<file path="src/rtl/cmdpk_pkg.sv">
package cmdpk_pkg;

  typedef enum logic [2:0] {
    K_WRITE   = 3'd0,
    K_MASKED  = 3'd1,
    K_INDEXED = 3'd2,
    K_WAIT    = 3'd3,
    K_NOOP    = 3'd4,
    K_IRQ     = 3'd5,
    K_CALL    = 3'd6,
    K_FINISH  = 3'd7
  } req_kind_e;

  localparam logic [7:0] OPC_WRITE = 8'h01;
  localparam logic [7:0] OPC_WAIT  = 8'h02;
  localparam logic [7:0] OPC_IRQ   = 8'h07;
  localparam logic [7:0] OPC_INDEX = 8'h09;
  localparam logic [7:0] OPC_CALL  = 8'h0C;

  // words per 64-byte line
  localparam int LINE_DW = 16;

  typedef struct packed {
    logic load;        // latch request fields
    logic wrLo;        // lower word at even pointer
    logic wrHi;        // upper word, record as previous instruction
    logic wrCnt;       // bump header count, rewrite it
    logic wrData;      // append indexed data word
    logic wrZeroAhead; // zero at pointer, no advance
    logic wrZero;      // pad word, advance
    logic setOvf;      // refusal
  } dp_ctl_t;

  function automatic logic [3:0] mask_to_be(input logic [31:0] m);
    return {|m[31:24], |m[23:16], |m[15:8], |m[7:0]};
  endfunction

endpackage

</file>
<file path="src/rtl/cmd_packer_dp.sv">
module cmd_packer_dp
  import cmdpk_pkg::*;
#(
  parameter int DEPTH_DW = 64,
  parameter int AW = $clog2(DEPTH_DW),
  parameter int PW = $clog2(DEPTH_DW + 1)
) (
  input  logic          clk,
  input  logic          rst_n,
  input  dp_ctl_t       ctl,
  input  logic [2:0]    reqKind,
  input  logic [19:0]   reqReg,
  input  logic [31:0]   reqData,
  input  logic [31:0]   reqAux,
  output logic          roomOk,
  output logic          coalesce,
  output logic          callPrePad,
  output logic          lineDone,
  output logic          ptrOdd,
  output logic          ramWe,
  output logic [AW-1:0] ramAddr,
  output logic [31:0]   ramWdata,
  output logic [PW-1:0] freePos,
  output logic          ovf
);
  localparam int LW = $clog2(LINE_DW);

  req_kind_e   kindQ;
  logic [19:0] regQ;
  logic [31:0] dataQ, auxQ;
  logic [AW-1:0] insStart;
  logic [31:0] insLo, insHi;
  logic [PW-1:0] ptrEven;
  logic [LW-1:0] evenOff;
  logic [31:0] instLo, instHi, headerHi;
  logic [63:0] callWord;

  assign ptrEven    = freePos + {{(PW-1){1'b0}}, freePos[0]};
  assign evenOff    = ptrEven[LW-1:0];
  assign headerHi   = {OPC_INDEX, 4'h0, regQ};
  assign callWord   = {OPC_CALL, 4'h0, dataQ[31:6], auxQ[31:6]};
  assign roomOk     = freePos <= PW'(DEPTH_DW - 2);
  assign coalesce   = (freePos != '0) && (insHi == headerHi);
  assign callPrePad = (evenOff != '0) && (evenOff >= LW'(LINE_DW - 4));
  assign lineDone   = freePos[LW-1:0] == '0;
  assign ptrOdd     = freePos[0];

  always_comb begin
    instLo = '0;
    instHi = '0;
    case (kindQ)
      K_WRITE:   begin instLo = dataQ; instHi = {OPC_WRITE, 4'hF, regQ}; end
      K_MASKED:  begin instLo = dataQ; instHi = {OPC_WRITE, mask_to_be(auxQ), regQ}; end
      K_INDEXED: instHi = headerHi;
      K_WAIT:    begin instLo = dataQ + 32'd1; instHi = {OPC_WAIT, 24'h0}; end
      K_IRQ:     instHi = {OPC_IRQ, 24'h0};
      K_CALL:    begin instLo = callWord[31:0]; instHi = callWord[63:32]; end
      default:   ;
    endcase
  end

  always_comb begin
    ramWe    = ctl.wrLo | ctl.wrHi | ctl.wrCnt | ctl.wrData | ctl.wrZeroAhead | ctl.wrZero;
    ramAddr  = freePos[AW-1:0];
    ramWdata = '0;
    if (ctl.wrLo) begin
      ramAddr  = ptrEven[AW-1:0];
      ramWdata = instLo;
    end else if (ctl.wrHi) begin
      ramWdata = instHi;
    end else if (ctl.wrCnt) begin
      ramAddr  = insStart;
      ramWdata = insLo + 32'd1;
    end else if (ctl.wrData) begin
      ramWdata = dataQ;
    end
  end

  always_ff @(posedge clk) begin
    if (!rst_n) begin
      kindQ    <= K_NOOP;
      regQ     <= '0;
      dataQ    <= '0;
      auxQ     <= '0;
      freePos  <= '0;
      insStart <= '0;
      insLo    <= '0;
      insHi    <= '0;
      ovf      <= 1'b0;
    end else begin
      if (ctl.load) begin
        kindQ <= req_kind_e'(reqKind);
        regQ  <= reqReg;
        dataQ <= reqData;
        auxQ  <= reqAux;
      end
      if (ctl.wrLo) begin
        freePos  <= ptrEven + PW'(1);
        insStart <= ptrEven[AW-1:0];
        insLo    <= instLo;
      end
      if (ctl.wrHi) begin
        freePos <= freePos + PW'(1);
        insHi   <= instHi;
      end
      if (ctl.wrCnt) insLo <= insLo + 32'd1;
      if (ctl.wrData) freePos <= freePos + PW'(1);
      if (ctl.wrZero) begin
        freePos <= freePos + PW'(1);
        insHi   <= '0;
      end
      if (ctl.setOvf) ovf <= 1'b1;
    end
  end
endmodule

</file>
<file path="src/rtl/cmd_packer_ctrl.sv">
module cmd_packer_ctrl
  import cmdpk_pkg::*;
(
  input  logic       clk,
  input  logic       rst_n,
  input  logic       reqValid,
  input  logic [2:0] reqKind,
  input  logic       roomOk,
  input  logic       coalesce,
  input  logic       callPrePad,
  input  logic       lineDone,
  input  logic       ptrOdd,
  output logic       reqReady,
  output dp_ctl_t    ctl
);
  typedef enum logic [2:0] {
    S_IDLE, S_DECIDE, S_EMIT_LO, S_EMIT_HI, S_IDX_CNT, S_IDX_DATA, S_IDX_ZERO, S_PAD
  } state_e;

  state_e    state, stateNxt;
  req_kind_e kindQ;
  logic      preQ, preNxt;

  assign reqReady = state == S_IDLE;

  always_comb begin
    ctl      = '0;
    stateNxt = state;
    preNxt   = preQ;
    case (state)
      S_IDLE: if (reqValid) begin
        ctl.load = 1'b1;
        stateNxt = S_DECIDE;
      end
      S_DECIDE: begin
        case (kindQ)
          K_FINISH:  begin stateNxt = S_PAD; preNxt = 1'b0; end
          K_CALL:    if (callPrePad) begin stateNxt = S_PAD; preNxt = 1'b1; end
                     else stateNxt = S_EMIT_LO;
          K_INDEXED: stateNxt = coalesce ? S_IDX_CNT : S_EMIT_LO;
          default:   stateNxt = S_EMIT_LO;
        endcase
      end
      S_EMIT_LO: if (!roomOk) begin
        ctl.setOvf = 1'b1;
        stateNxt   = S_IDLE;
      end else begin
        ctl.wrLo = 1'b1;
        stateNxt = S_EMIT_HI;
      end
      S_EMIT_HI: begin
        ctl.wrHi = 1'b1;
        if (kindQ == K_INDEXED) stateNxt = S_IDX_CNT;
        else if (kindQ == K_CALL) begin stateNxt = S_PAD; preNxt = 1'b0; end
        else stateNxt = S_IDLE;
      end
      S_IDX_CNT: if (!roomOk) begin
        ctl.setOvf = 1'b1;
        stateNxt   = S_IDLE;
      end else begin
        ctl.wrCnt = 1'b1;
        stateNxt  = S_IDX_DATA;
      end
      S_IDX_DATA: begin
        ctl.wrData = 1'b1;
        stateNxt   = ptrOdd ? S_IDLE : S_IDX_ZERO;
      end
      S_IDX_ZERO: begin
        ctl.wrZeroAhead = 1'b1;
        stateNxt        = S_IDLE;
      end
      S_PAD: if (lineDone) begin
        stateNxt = preQ ? S_EMIT_LO : S_IDLE;
        preNxt   = 1'b0;
      end else begin
        ctl.wrZero = 1'b1;
      end
      default: stateNxt = S_IDLE;
    endcase
  end

  always_ff @(posedge clk) begin
    if (!rst_n) begin
      state <= S_IDLE;
      kindQ <= K_NOOP;
      preQ  <= 1'b0;
    end else begin
      state <= stateNxt;
      preQ  <= preNxt;
      if (ctl.load) kindQ <= req_kind_e'(reqKind);
    end
  end
endmodule

</file>
<file path="src/rtl/cmd_packer.sv">
module cmd_packer
  import cmdpk_pkg::*;
#(
  parameter int DEPTH_DW = 64,
  localparam int AW = $clog2(DEPTH_DW),
  localparam int PW = $clog2(DEPTH_DW + 1)
) (
  input  logic          clk,
  input  logic          rst_n,
  input  logic          reqValid,
  output logic          reqReady,
  input  logic [2:0]    reqKind,
  input  logic [19:0]   reqReg,
  input  logic [31:0]   reqData,
  input  logic [31:0]   reqAux,
  output logic          ramWe,
  output logic [AW-1:0] ramAddr,
  output logic [31:0]   ramWdata,
  output logic [PW-1:0] tailPos,
  output logic          overflow
);
  dp_ctl_t ctl;
  logic roomOk, coalesce, callPrePad, lineDone, ptrOdd;

  cmd_packer_ctrl u_ctrl (
    .clk(clk), .rst_n(rst_n), .reqValid(reqValid), .reqKind(reqKind),
    .roomOk(roomOk), .coalesce(coalesce), .callPrePad(callPrePad),
    .lineDone(lineDone), .ptrOdd(ptrOdd), .reqReady(reqReady), .ctl(ctl)
  );

  cmd_packer_dp #(.DEPTH_DW(DEPTH_DW), .AW(AW), .PW(PW)) u_dp (
    .clk(clk), .rst_n(rst_n), .ctl(ctl), .reqKind(reqKind), .reqReg(reqReg),
    .reqData(reqData), .reqAux(reqAux), .roomOk(roomOk), .coalesce(coalesce),
    .callPrePad(callPrePad), .lineDone(lineDone), .ptrOdd(ptrOdd),
    .ramWe(ramWe), .ramAddr(ramAddr), .ramWdata(ramWdata),
    .freePos(tailPos), .ovf(overflow)
  );
endmodule

</file>
<file path="config.mk">
export PLATFORM = sky130hd
export DESIGN_NAME = cmd_packer
export DESIGN_NICKNAME = d
export VERILOG_FILES = /design/src/rtl/cmdpk_pkg.sv /design/src/rtl/cmd_packer_dp.sv /design/src/rtl/cmd_packer_ctrl.sv /design/src/rtl/cmd_packer.sv
export SDC_FILE = /design/constraint.sdc
export NUM_CORES = 1
export LEC_CHECK = 0
export CAP_MARGIN = 10
export CORE_UTILIZATION = 55
export DETAILED_ROUTE_END_ITERATION = 8
export PLACE_DENSITY_LB_ADDON = 0.2
export SYNTH_ARGS = -nofsm -noshare
export SYNTH_HDL_FRONTEND = slang
export SYNTH_SLANG_ARGS = --single-unit
</file>
<file path="constraint.sdc">
create_clock -name clk -period 3.68 [get_ports clk]
set_clock_uncertainty 0.2 [all_clocks]
set_input_delay 0.92 -clock clk [delete_from_list [all_inputs] [get_ports clk]]
set_output_delay 0.92 -clock clk [all_outputs]
set_load 0.02 [all_outputs]
</file>
==> metrics <==
async set-or-reset flop fraction in the synthesized netlist 0%; required time worst endpoint 2.56 ns; Area Overhead vs Synth 41.1%; power per cell area between 400 and 500 mW/mm²; worst path arrival time ~2.7 ns; #FFs+latches synth 164; WL met3 4430 µm; Die X ~130 µm; wire length per cell about 22 µm; reg2reg setup slack 0.87 ns; first-pass GRT wire length between 50,000 and 60,000 µm; largest net degree at the start of global routing 88; hold-fix buffers at CTS 0; Crit. Startpoint u_dp.dataQ[16]$_SDFFE_PN0P_; Main synth FF type dfxtp_1; NetSw 1.88 mW; via count 11.3k; max-slew violation count 0; Routed Antenna Nets 0; grt total ovfl 0; min Tclk post-route 3.80 ns; final std cells w/o fill ~1.8k; setup repair after global routing missed its margin yes; CTS Buffer Depth 2; fillers 1,174; dpl cells approximately 1.7k; die area 0.0178 mm²; initial antenna violation count 1; Cells after Synth 1,280; crit share post-route 103%; fin util 80.1%; Synthesis Warnings 0; drt first pass iters 6; Flop pwr share 38.5%; sw frac 35.1%; Final Hold Viols 0; htree depth 4; final net count 1,636; CP endpoint ramWdata[20]; Power Internal 3.47 mW; Starting Density 56.8%; R2R depth 14; syn_nets 1,375; post-DP HPWL about 28,000 µm; Clock transition at path regs ~0.07 ns; drc violations 0; status complete, but fails checks; FMAX around 0.26 GHz; Root Buffer Master clkbuf_16; EDFF count, synth 0; TritonCTS clock tree yes; Vias/cell about 6.4; RD Place Congestion approximately 1.1; Distinct cells, synth 79; Buffers on Ports between 100 and 150; Mapped Area 0.00948 mm²; Metal-1 WL approximately 15,000 µm; Top Layer Used met4; Worst setup EP type primary output; Detailed Route Iter0 Violations 1,353; worst-margin pin slew 0.683 ns; total inserted antenna cells 0; clk sinks 164; end of the worst register-to-register path u_dp.insLo[24]$_SDFFE_PN0P_; # rows 47; sequential share of the synthesized area 34.6%; Num CTS Buffers 17; routed length on met2 17,800 µm; Design Area, Final 0.0134 mm²; core area 0.0167 mm²; vias in the first global route approximately 11k; layout cells sized above 1 about a quarter; Die H 133 µm; final WL 39,500 µm; failing checks setup timing; worst min path class flip-flop to flip-flop; Crit Path Max Fanout 3; final setup margin -0.115 ns; Clk pwr share 35.2%; Lkg Pwr 5.21 nW; Slew headroom 54.5%; # Max-Cap Violations 0; Mapped Avg Cell Area 7.40 µm²; Comb power frac approximately a quarter; Reg2Reg Launch Point u_ctrl.state[0]$_SDFFE_PN0P_; total track usage between 40% and 50%; placed cell area 0.0121 mm²; Ports roughly 140; Setup WS pre-CTS -0.240 ns; Clock Latency Late Sink roughly 0.45 ns; Setup Crit Path Kind flip-flop to primary output; final setup fails 10; CP startpoint kind flip-flop; peak supply drop 362 µV
-- synthesized netlist by cell type, types with 25 or more instances --
| library cell | instances | area, µm² |
|---|---|---|
| nand2_1 | 281 | 1050 |
| a21oi_1 | 172 | 861 |
| dfxtp_1 | 164 | 3280 |
| nor2_1 | 98 | 368 |
| clkbuf_1 | 67 | 251 |
| xnor2_1 | 54 | 473 |
| a22oi_1 | 38 | 285 |
| buf_2 | 33 | 165 |
| nand3_1 | 32 | 160 |
| o21ai_0 | 30 | 150 |
| xor2_1 | 26 | 228 |
| nand4_1 | 25 | 156 |
-- placed cells by master (no fill, tap or decap), types with 9 or more instances in the layout --
cell type	Yosys	final
nand2_1	281	278
buf_4	2	199
a21oi_1	172	162
dfxtp_1	164	144
clkdlybuf4s50_1	0	98
nor2_1	98	92
xnor2_1	54	54
a22oi_1	38	36
nand3_1	32	32
nand4_1	25	25
xor2_1	26	25
o21ai_0	30	23
dfxtp_2	0	20
clkbuf_16	0	19
buf_6	1	16
and3_1	15	15
nor3_1	16	15
buf_2	33	14
inv_1	14	12
a21oi_2	0	10
a31oi_1	13	10
nor4_1	13	9
buf_12	0	9
-- critical path: stages, from the launching register on --
cell and delay (ns):
dfxtp_1 0.36, nand4_1 0.16, buf_4 0.18, or3_4 0.40, o311ai_2 0.23, o41ai_1 0.12, a221oi_1 0.36, buf_4 0.19
nand4_1 0.07, buf_2 0.17
-- power by group through the flow --
stage               clock (mW)  sequential [mW]  combinational (mW)
global placement             0             2.07                1.29
global route              1.95             2.07                1.49
floorplan                    0             2.04               0.724
finish                    1.88             2.06                1.40
detailed placement           0             2.08                1.31
CTS                       1.87             2.05                1.33
-- cell type report --
| class | count | area [µm²] | area share [%] |
|---|---|---|---|
| Multi-Input combinational cell | 993 | 6060 | 45.3 |
| Inverter | 14 | 53.8 | 0.402 |
| Timing Repair Buffer | 351 | 3050 | 22.8 |
| Tap cell | 220 | 275 | 2.06 |
| Sequential cell | 164 | 3310 | 24.7 |
| Clock inverter | 15 | 198 | 1.48 |
| Clock buffer | 17 | 425 | 3.18 |
-- worst min-delay path by stage --
stage / startpoint / to / slack [ns] / cells after the start
4_1_cts: u_dp.insHi[24]$_SDFFE_PP0P_ / u_dp.insHi[24]$_SDFFE_PP0P_ / 0.25 / 2
3_3_place_gp: u_dp.insHi[24]$_SDFFE_PP0P_ / u_dp.insHi[24]$_SDFFE_PP0P_ / 0.24 / 2
3_5_place_dp: u_dp.insHi[24]$_SDFFE_PP0P_ / u_dp.insHi[24]$_SDFFE_PP0P_ / 0.25 / 2
2_1_floorplan: u_dp.insHi[26]$_SDFFE_PP0P_ / u_dp.insHi[26]$_SDFFE_PP0P_ / 0.23 / 2
6_report: u_dp.insHi[24]$_SDFFE_PP0P_ / u_dp.insHi[24]$_SDFFE_PP0P_ / 0.26 / 2
5_1_grt: u_dp.insHi[20]$_SDFFE_PP0P_ / u_dp.insHi[20]$_SDFFE_PP0P_ / 0.29 / 2
-- what timing repair did --
action                                  in CTS  in global routing
gates cloned                                 0                  2
setup buffers                               19                 20
endpoints found under the setup margin      39                 38
pin swaps                                   14                 19
gates resized for setup                    182                 93
-- state kept, by name, indices dropped and copies added, names as in the netlist --
signal,flops
u_dp.dataQ,32
u_dp.insStart,5
u_ctrl.preQ,1
u_ctrl.state,3
u_dp.ovf,1
u_dp.freePos,7
u_dp.insLo,32
u_dp.auxQ,32
u_ctrl.kindQ,3
u_dp.insHi,28
u_dp.regQ,20
-- stage by stage --
step | power, mW | TNS [ns] | hold WS, ns
final | 5.35 | -0.424 | 0.257
after floorplan | 2.76 | 0 | 0.231
after global placement | 3.36 | -1.26 | 0.240
after CTS | 5.25 | -0.205 | 0.255
after global routing | 5.51 | -1.07 | 0.287
after detailed placement | 3.39 | -2.38 | 0.245
-- metal layers --
| layer | vias to the layer above | GRT usage [%] |
|---|---|---|
| li1 | 5052 | - |
| met1 | 5300 | 54.5 |
| met2 | 767 | 67.3 |
| met3 | 161 | 13.2 |
| met4 | 0 | 24.2 |
| met5 | - | 0 |
-- cell families (layout without fill, tap and decap cells) --
family / after synthesis / in the layout / synth area share (%)
adders and majority gates: 5 / 5 / 0.660
muxes: 2 / 2 / 0.211
AOI/OAI and AO/OA: 351 / 351 / 23.4
buffers and inverters: 123 / 397 / 5.50
and+or+nand+nor: 555 / 555 / 28.2
DFF: 164 / 164 / 34.6
xor gates and xnor gates: 80 / 80 / 7.39
No activity file was read; power rests on OpenSTA's default activity.
